## src/rtl/a20_pkg.sv

```systemverilog
package a20_pkg;

  typedef enum logic [1:0] {
    GATE_KBC_ONLY = 2'b00,
    GATE_P92_ONLY = 2'b01,
    GATE_BOTH     = 2'b10,
    GATE_BOTH_ALT = 2'b11
  } gate_mode_e;

  function automatic logic kbc_path_on(input gate_mode_e m);
    return (m != GATE_P92_ONLY);
  endfunction

  function automatic logic p92_path_on(input gate_mode_e m);
    return (m != GATE_KBC_ONLY);
  endfunction

endpackage

```

## src/rtl/a20_kbc_seq.sv

```systemverilog
module a20_kbc_seq #(
  parameter int ADDR_W = 16,
  parameter int DATA_W = 8,
  parameter logic [ADDR_W-1:0] CMD_PORT  = 16'h0064,
  parameter logic [ADDR_W-1:0] DATA_PORT = 16'h0060,
  parameter logic [DATA_W-1:0] ARM_CODE  = 8'hD1
) (
  input  logic              clk,
  input  logic              rst_n,
  input  logic              en,
  input  logic              wr,
  input  logic [ADDR_W-1:0] addr,
  input  logic [DATA_W-1:0] wdata,
  output logic              gate_we,
  output logic              gate_val,
  output logic              rst_req
);

  logic armed_q;
  logic cmd_hit, data_hit;

  assign cmd_hit  = en && wr && (addr == CMD_PORT);
  assign data_hit = en && wr && (addr == DATA_PORT);

  // Second step of the sequence: only honoured while armed.
  assign gate_we  = data_hit && armed_q;
  assign gate_val = wdata[1];

  // Reset command: upper nibble all ones, bit 0 clear, bits 3..1 don't care.
  assign rst_req  = cmd_hit && (wdata[7:4] == 4'hF) && !wdata[0];

  always_ff @(posedge clk or negedge rst_n) begin
    if (!rst_n) begin
      armed_q <= 1'b0;
    end else if (cmd_hit) begin
      armed_q <= (wdata == ARM_CODE);
    end else if (data_hit) begin
      armed_q <= 1'b0;
    end
  end

endmodule

```

## src/rtl/a20_sysctl_port.sv

```systemverilog
module a20_sysctl_port #(
  parameter int ADDR_W = 16,
  parameter logic [ADDR_W-1:0] CTL_PORT = 16'h0092
) (
  input  logic              clk,
  input  logic              rst_n,
  input  logic              en,
  input  logic              wr,
  input  logic [ADDR_W-1:0] addr,
  input  logic [1:0]        wbits,
  output logic              gate_we,
  output logic              gate_val,
  output logic              rst_req,
  output logic              bit0_q
);

  logic hit;

  assign hit      = en && wr && (addr == CTL_PORT);
  assign gate_we  = hit;
  assign gate_val = wbits[1];
  assign rst_req  = hit && wbits[0] && !bit0_q;

  always_ff @(posedge clk or negedge rst_n) begin
    if (!rst_n) begin
      bit0_q <= 1'b0;
    end else if (hit) begin
      bit0_q <= wbits[0];
    end
  end

endmodule

```

## src/rtl/a20_reset_pulse.sv

```systemverilog
module a20_reset_pulse #(
  parameter int PULSE_LEN = 16
) (
  input  logic clk,
  input  logic rst_n,
  input  logic trig,
  output logic pulse
);

  generate
    if (PULSE_LEN <= 1) begin : g_single
      always_ff @(posedge clk or negedge rst_n) begin
        if (!rst_n) pulse <= 1'b0;
        else        pulse <= trig && !pulse;
      end
    end else begin : g_count
      localparam int CW = $clog2(PULSE_LEN);
      localparam logic [CW-1:0] LAST = CW'(PULSE_LEN - 1);
      logic [CW-1:0] left_q;

      always_ff @(posedge clk or negedge rst_n) begin
        if (!rst_n) begin
          pulse  <= 1'b0;
          left_q <= '0;
        end else if (!pulse) begin
          if (trig) begin
            pulse  <= 1'b1;
            left_q <= LAST;
          end
        end else if (left_q == '0) begin
          pulse <= 1'b0;
        end else begin
          left_q <= left_q - 1'b1;
        end
      end
    end
  endgenerate

endmodule

```

## src/rtl/a20_gate_emu.sv

```systemverilog
module a20_gate_emu #(
  parameter int ADDR_W    = 16,
  parameter int DATA_W    = 8,
  parameter int PULSE_LEN = 16,
  parameter logic [ADDR_W-1:0] KBC_CMD_PORT  = 16'h0064,
  parameter logic [ADDR_W-1:0] KBC_DATA_PORT = 16'h0060,
  parameter logic [ADDR_W-1:0] SYSCTL_PORT   = 16'h0092,
  parameter logic [DATA_W-1:0] ARM_CODE      = 8'hD1
) (
  input  logic              clk,
  input  logic              rst_n,
  input  logic              io_wr,
  input  logic [ADDR_W-1:0] io_addr,
  input  logic [DATA_W-1:0] io_wdata,
  input  logic [1:0]        mode,
  input  logic              cpu_addr20,
  output logic              a20_en,
  output logic              mem_addr20,
  output logic              cpu_reset,
  output logic [DATA_W-1:0] p92_rdata
);
  import a20_pkg::*;

  gate_mode_e mode_e;
  logic kbc_on, p92_on;
  logic k_we, k_val, k_rst;
  logic s_we, s_val, s_rst, s_bit0;

  assign mode_e = gate_mode_e'(mode);
  assign kbc_on = kbc_path_on(mode_e);
  assign p92_on = p92_path_on(mode_e);

  a20_kbc_seq #(
    .ADDR_W(ADDR_W), .DATA_W(DATA_W),
    .CMD_PORT(KBC_CMD_PORT), .DATA_PORT(KBC_DATA_PORT), .ARM_CODE(ARM_CODE)
  ) u_kbc (
    .clk(clk), .rst_n(rst_n), .en(kbc_on), .wr(io_wr),
    .addr(io_addr), .wdata(io_wdata),
    .gate_we(k_we), .gate_val(k_val), .rst_req(k_rst)
  );

  a20_sysctl_port #(
    .ADDR_W(ADDR_W), .CTL_PORT(SYSCTL_PORT)
  ) u_p92 (
    .clk(clk), .rst_n(rst_n), .en(p92_on), .wr(io_wr),
    .addr(io_addr), .wbits(io_wdata[1:0]),
    .gate_we(s_we), .gate_val(s_val), .rst_req(s_rst), .bit0_q(s_bit0)
  );

  a20_reset_pulse #(.PULSE_LEN(PULSE_LEN)) u_pulse (
    .clk(clk), .rst_n(rst_n), .trig(k_rst || s_rst), .pulse(cpu_reset)
  );

  // Both write enables decode different ports, so they never coincide.
  always_ff @(posedge clk or negedge rst_n) begin
    if (!rst_n)    a20_en <= 1'b0;
    else if (k_we) a20_en <= k_val;
    else if (s_we) a20_en <= s_val;
  end

  assign mem_addr20 = cpu_addr20 & a20_en;
  assign p92_rdata  = {{(DATA_W-2){1'b0}}, a20_en, s_bit0};

endmodule

```

## config.mk

```make
export PLATFORM = sky130hd
export DESIGN_NAME = a20_gate_emu
export DESIGN_NICKNAME = d
export VERILOG_FILES = /design/src/rtl/a20_pkg.sv /design/src/rtl/a20_kbc_seq.sv /design/src/rtl/a20_sysctl_port.sv /design/src/rtl/a20_reset_pulse.sv /design/src/rtl/a20_gate_emu.sv
export SDC_FILE = /design/constraint.sdc
export NUM_CORES = 1
export LEC_CHECK = 0
export ABC_AREA = 1
export CAP_MARGIN = 20
export CORE_AREA = 2 2 48 50
export CTS_CLUSTER_DIAMETER = 100
export DETAILED_ROUTE_END_ITERATION = 10
export DIE_AREA = 0 0 50 52
export PLACE_DENSITY = 0.81
export SYNTH_ARGS = -nofsm -noshare
export SYNTH_HDL_FRONTEND = slang
export SYNTH_SLANG_ARGS = --single-unit
```

## constraint.sdc

```tcl
create_clock -name clk -period 1.5 [get_ports clk]
set_input_delay 0.225 -clock clk [delete_from_list [all_inputs] [get_ports clk]]
set_output_delay 0.225 -clock clk [all_outputs]
set_load 0.05 [all_outputs]
```

==> results of run 1 <==
[cells in the mapped netlist]
cell,number
sky130_fd_sc_hd__buf_4,8
sky130_fd_sc_hd__o31ai_1,1
sky130_fd_sc_hd__nand4_1,9
sky130_fd_sc_hd__nor2_1,12
sky130_fd_sc_hd__o21ai_0,2
sky130_fd_sc_hd__nand2_1,28
sky130_fd_sc_hd__nand2_4,2
sky130_fd_sc_hd__nor2_2,2
sky130_fd_sc_hd__nand3_1,7
sky130_fd_sc_hd__a21oi_1,1
sky130_fd_sc_hd__nor3_1,1
sky130_fd_sc_hd__conb_1,1
sky130_fd_sc_hd__nand2_2,1
sky130_fd_sc_hd__inv_1,20
sky130_fd_sc_hd__ha_1,2
sky130_fd_sc_hd__o211ai_1,1
sky130_fd_sc_hd__dfrtp_1,8
sky130_fd_sc_hd__nor4_1,2
sky130_fd_sc_hd__nand3_2,2
sky130_fd_sc_hd__nor2_4,2
sky130_fd_sc_hd__xnor2_1,1
[cell type report]
cell class	count	area (um2)	area share, %
clock buffers	3	22.52	1.877
inverters	20	75.07	6.257
multi-input cells	82	429.2	35.77
flip-flops and latches	8	200.2	16.68
well taps	28	35.03	2.920
repair buffers	40	437.9	36.50
[sequential cells by signal, indices dropped and copies added, names as in the netlist]
| register | count |
|---|---|
| a20_en | 1 |
| u_pulse.pulse | 1 |
| u_kbc.armed_q | 1 |
| u_pulse.g_count.left_q | 4 |
| u_p92.bit0_q | 1 |
[cells in the final DEF (no fill, tap or decap), types with 3 or more instances in the layout]
cell type,n
sky130_fd_sc_hd__inv_1,19
sky130_fd_sc_hd__nand4_1,9
sky130_fd_sc_hd__clkbuf_4,3
sky130_fd_sc_hd__nand3_1,7
sky130_fd_sc_hd__clkdlybuf4s50_1,28
sky130_fd_sc_hd__dfrtp_1,8
sky130_fd_sc_hd__nor2_1,12
sky130_fd_sc_hd__nand2_1,28
sky130_fd_sc_hd__buf_4,6
sky130_fd_sc_hd__conb_1,6
sky130_fd_sc_hd__buf_12,5
[kinds of logic after synthesis]
kind of cell | Yosys count | synth area share (%)
compound gates | 5 | 4.027
buf+inv | 28 | 18.12
simple gates | 68 | 45.97
xor+xnor | 1 | 1.175
flops | 8 | 26.85
fa+ha+maj | 2 | 3.355
other cells | 1 | 0.5029
[worst paths after layout]
kind	end	cells past startpoint
min in group clk	u_p92.bit0_q	5
max reg2reg	u_pulse.g_count.left_q[0]	5
min reg2reg	u_pulse.g_count.left_q[1]	2
min	u_pulse.pulse	1
max in group asynchronous	u_kbc.armed_q	1
max	u_pulse.g_count.left_q[0]	12
[critical path, delay by kind of cell]
kind	cells	cell delay (ns)
buffers and inverters	2	0.57
and+or+nand+nor	10	0.78
[through the flow]
step | cell area, um2 | worst slack (ns) | TNS, ns | total power (W) | util [%]
detailed placement | 1167 | -0.1718 | -0.8740 | 0.0003856 | 55.44
global route | 1200 | -0.001815 | -0.001815 | 0.0005707 | 56.98
finish | 1200 | 0.08382 | 0 | 0.0005420 | 56.98
CTS | 1190 | 0.08557 | 0 | 0.0005489 | 56.51
floorplan | 764.5 | 0.1508 | 0 | 0.0003000 | -
global placement | 1167 | -0.1246 | -0.6526 | 0.0003820 | 55.44
[power breakdown]
group,internal [W],switching (W),total [W],leakage (nW)
Clock,0.0000913,0.0000688,0.000160,0.0138
Combinational,0.0000837,0.0000805,0.000164,0.454
Sequential,0.000217,0.000000907,0.000218,0.112
Total,0.000392,0.000150,0.000542,0.580
[what timing repair did]
action,CTS,global route
setup buffers,0,1
hold buffers,0,0
endpoints found under the setup margin,0,3
gates resized for setup,0,2
[metal layers]
metal  GRT usage (%)  up-vias  routed length, um
met2           29.61       30                909
li1                -      432                  -
met3           1.724        0                 80
met1           15.71      375                736
met5               0        -                  0
met4           2.778        0                  0
==> metrics, run 1 <==
total setup violations reported at the end of the flow 0; CP max FO 5; wire length of the first global-routing pass a little under 3 mm; register-to-register path setup slack 0.21 ns; number of hold-slack violations in the final timing report 0; CP Cell Sequence clkdlybuf4s50_1 > nand2_1 > inv_1 > nand2_2 > nor2_4 > nand3_2 > nor2_2 > nor2_2 > nand2_4 > nand2_4 > nand2_1 > nand2_1; DRC Markers 0; total routing usage reported by global routing around 14%; Worst Path Required approximately 1.6 ns; Mapped Avg Cell Area ~6.6 um2; timing-limited maximum frequency roughly 710 MHz; Longest Clk Path Bufs 2; first drt pass iteration count 5; via count of the first global-routing pass 795; largest net degree at the start of global routing 9; largest clock skew in the final design about 0.0026 ns; count of nets left with antenna violations after detail routing 0; Most common cell on crit path sky130_fd_sc_hd__nand2_1; Critical R2R Launch u_pulse.g_count.left_q[0]; result of the run completed; worst setup path category input pin to flip-flop; Worst VDD drop roughly 0.25 mV; DP Wirelength 1.551 mm; worst min path class input pin to asynchronous set/reset pin; clock period minus final worst setup slack 1.416 ns; total vias in the final route around 840; slowest stage cell, crit path sky130_fd_sc_hd__clkdlybuf4s50_1; detailed-route wire length 1.726 mm; share of final-layout standard cells stronger than drive strength 1 about 16%; power density over cell area 451.7 nW/um2; routed wire length per instance about 9.5 um; minimum hold slack approximately 0.25 ns; yosys synthesis warning count 0; register clock-pin slew on the reported worst setup and hold paths 0.05 ns; number of antenna violations at the first check in global routing 0; number of buffers added by the clock tree synthesis step 3; beginning of the critical path io_wr; number of rows created at floorplan 17; antenna cell count 0; Placed Cells around 180; Filler Cell Count about 200; critical path's largest stage delay 0.51 ns; Crit. End Element flip-flop; detail-routed via count per cell 4.624; endpoint arrival time on the critical path between 1.5 and 2 ns; boundary pin count 41; effective utilization at floorplan a little over a third; Final GP Congestion a little over 0.8; Seq/Total Area, Yosys 26.85%; PortBufs 34; count of nets after finishing between 150 and 200; number of register bits inferred by synthesis 8; Die Y between 50 and 60 um; max-capacitance violation count 0; Clk Tree Root Cell sky130_fd_sc_hd__clkbuf_4; leakage power just under 0.6 nW; number of levels in the clock H-tree 1; area of the core approximately 2100 um2; Cell variety after synth 21; period utilisation layout a little over nine tenths; area share of the largest cell type after synthesis between 20% and 30%; Overflow after GRT 0; TritonCTS Sinks 8; synth top area cells sky130_fd_sc_hd__dfrtp_1 27%, sky130_fd_sc_hd__nand2_1 14%, sky130_fd_sc_hd__inv_1 10%, sky130_fd_sc_hd__buf_4 8.1%, sky130_fd_sc_hd__nand4_1 7.6%; post-synthesis to final-layout area growth 60.91%; post-synthesis cell count ~110; area of the die ~2600 um2; netlist area before placement around 750 um2; Die Width 50 um; count of pins over their slew limit 0; Startpoint Class input pin; cell taking the most area after synthesis sky130_fd_sc_hd__dfrtp_1; Layout Cells excl Fill about 180; starting DRC count in detailed routing 6; clock tree from TritonCTS yes; clock latency of the later-clocked register in the worst-skew pair around 0.25 ns
Note: power is estimated with default switching activity, not from simulation.
==> inputs of run 2 (changes only) <==
--- a/config.mk
+++ b/config.mk
@@ -12,6 +12,7 @@
 export DETAILED_ROUTE_END_ITERATION = 10
 export DIE_AREA = 0 0 50 52
 export PLACE_DENSITY = 0.81
+export SLEW_MARGIN = 0
 export SYNTH_ARGS = -nofsm -noshare
 export SYNTH_HDL_FRONTEND = slang
 export SYNTH_SLANG_ARGS = --single-unit
==> results of run 2 <==
No change in the layout: final DEF, timing and power equal those of run 1.
==> inputs of run 3 (changes only) <==
--- a/config.mk
+++ b/config.mk
@@ -7,10 +7,10 @@
 export LEC_CHECK = 0
 export ABC_AREA = 1
 export CAP_MARGIN = 20
-export CORE_AREA = 2 2 48 50
+export CORE_AREA = 3 3 49 51
 export CTS_CLUSTER_DIAMETER = 100
 export DETAILED_ROUTE_END_ITERATION = 10
-export DIE_AREA = 0 0 50 52
+export DIE_AREA = 0 0 52 54
 export PLACE_DENSITY = 0.81
 export SLEW_MARGIN = 0
 export SYNTH_ARGS = -nofsm -noshare
==> metrics, run 3 (same netlist as run 1, synthesis figures left out) <==
Post-Route Setup TNS 0 ns (unchanged); max reg flops 4 (unchanged); via count of the first global-routing pass 752 (-5.4%); worst min path class input pin to asynchronous set/reset pin; Worst Path Required 1.64 ns (about the same); total setup violations reported at the end of the flow 0 (unchanged); worst slack at placement -0.1559 ns (+0.01590 ns); Worst VDD drop 0.2371 mV (-4.2%); area of the die 2808 um2 (+8.0%); CP Cell Sequence clkdlybuf4s50_1 > inv_2 > nand2_2 > nor2_2 > nand2_1 > nor2_1 > nand4_1 > nand2_4 > nand2_4 > nand2_1 > nand2_1; Setup WS post-layout 0.1078 ns (+0.02399 ns); total area of sequential cells 200.2 um2 (unchanged); TritonCTS Sinks 8 (unchanged); effective utilization at floorplan 37.63% (+2.2 points); number of rows created at floorplan 16 (-1); slowest stage cell, crit path sky130_fd_sc_hd__clkdlybuf4s50_1; starting DRC count in detailed routing 13 (+7); area of the core 1982 um2 (-5.9%); count of nets left with antenna violations after detail routing 0 (unchanged); power density over cell area 455.3 nW/um2 (+0.78%); routed wire length per instance 9.910 um (+3.9%); boundary pin count 41 (unchanged); post-synthesis to final-layout area growth 60.07%; count of nets after finishing 185 (-1.1%); Startpoint Class input pin; antenna cell count 0 (unchanged); Clk Tree Root Cell sky130_fd_sc_hd__clkbuf_4; PortBufs 34 (unchanged); worst setup path category input pin to flip-flop; endpoint arrival time on the critical path 1.53 ns (-0.03 ns); Multi-input gate area 434.2 um2 (+1.2%); number of buffers added by the clock tree synthesis step 3 (unchanged); WP buf/inv 2 (unchanged); Die Width 52 um (+4.0%); DP Wirelength 1.586 mm (+2.3%); DRC Markers 0 (unchanged); Layout Cells excl Fill 178 (-1.7%); Most common cell on crit path sky130_fd_sc_hd__nand2_1; detailed-route wire length 1.764 mm (+2.2%); Die Y 54 um (+3.8%); post-CTS setup buffer count 0 (unchanged); most common cell after layout, fill and taps aside sky130_fd_sc_hd__nand2_1; Final GP Congestion 0.8474 (+3.7%); minimum hold slack 0.2426 ns (-0.008084 ns); first drt pass iteration count 4 (-1); detail-routed via count per cell 4.567 (-1.2%); leakage power 0.5860 nW (+1.1%); count of pins over their slew limit 0 (unchanged); Placement Cell Area 1159 um2 (-0.75%); number of levels in the clock H-tree 1 (unchanged); Overflow after GRT 0 (unchanged); result of the run completed; Placed Cells 175 (-1.1%); top register by number of flip-flops u_pulse.g_count.left_q; clock period minus final worst setup slack 1.392 ns (-0.02399 ns); share of final-layout standard cells stronger than drive strength 1 17.22% (+1.5 points); clock tree from TritonCTS yes; Filler Cell Count 171 (-15%); total vias in the final route 813 (-2.9%); total routing usage reported by global routing 14.14% (-0.35 points); CP max FO 5 (unchanged); number of hold-slack violations in the final timing report 0 (unchanged); beginning of the critical path io_addr[2]; Critical R2R Launch u_pulse.g_count.left_q[0]; post-cts sizing count 0 (unchanged); cell area after layout 1194 um2 (-0.52%); wire length of the first global-routing pass 2.994 mm (+0.71%); gate family responsible for the most delay along the worst path simple AND/OR/NAND/NOR gates; clock latency of the later-clocked register in the worst-skew pair 0.25 ns (about the same); register clock-pin slew on the reported worst setup and hold paths 0.05 ns (about the same); quantity of hold-fixing buffers added after cts 0 (unchanged); max-capacitance violation count 0 (unchanged); number of antenna violations at the first check in global routing 0 (unchanged); timing-limited maximum frequency 718.3 MHz (+1.7%); critical path's largest stage delay 0.43 ns (-0.08 ns); Crit. End Element flip-flop; Longest Clk Path Bufs 2 (unchanged); largest net degree at the start of global routing 9 (unchanged); largest clock skew in the final design 0.001653 ns (-0.0009120 ns); period utilisation layout 92.81% (-1.6 points); highest-count cells in the layout ignoring fill and taps 27 x sky130_fd_sc_hd__nand2_1, 26 x sky130_fd_sc_hd__clkdlybuf4s50_1, 17 x sky130_fd_sc_hd__inv_1
-- run 3: cell types whose count changed in the layout (fill, tap and decap cells not counted), sizes merged --
cell and delta:
clkdlybuf4s50 -2, dlymetal6s2s +2, buf -2
-- run 3: metrics by stage --
stage,utilization [%],power (W)
2_1_floorplan,-,0.0003000
3_3_place_gp,58.46,0.0003801
3_5_place_dp,58.46,0.0003837
4_1_cts,59.60,0.0005449
5_1_grt,60.23,0.0005701
6_report,60.23,0.0005434
-- run 3: final timing paths --
check,slack (ns),depth (start not counted),endpoint
max,0.11,11,u_pulse.g_count.left_q[0]
min,0.24,1,u_pulse.pulse
max reg2reg,0.23,5,u_pulse.g_count.left_q[1]
min reg2reg,0.52,2,u_pulse.g_count.left_q[3]
max in group asynchronous,1.00,1,u_pulse.g_count.left_q[2]
min in group clk,0.48,5,a20_en
-- run 3: report_power, final --
part,internal (W),total (W),switching (W)
logic,0.0000822,0.000164,0.0000814
registers,0.000217,0.000218,0.000000923
clock network,0.0000914,0.000162,0.0000706
-- run 3: per-layer routing --
| layer | wire length [um] | global-route usage, % | vias up |
|---|---|---|---|
| met5 | 0 | 0 | - |
| met4 | 24 | 5.240 | 0 |
| met3 | 140 | 2.216 | 4 |
| met2 | 890 | 26.57 | 35 |
| met1 | 709 | 15.94 | 348 |
| li1 | - | - | 426 |
-- run 3: final cells by class --
| type | count | share of cell area, % |
|---|---|---|
| clock buffer | 3 | 1.887 |
| timing repair buffer | 38 | 35.85 |
| multi-input combinational | 82 | 36.37 |
| inverter | 20 | 6.289 |
| sequential | 8 | 16.77 |
| tap | 27 | 2.830 |
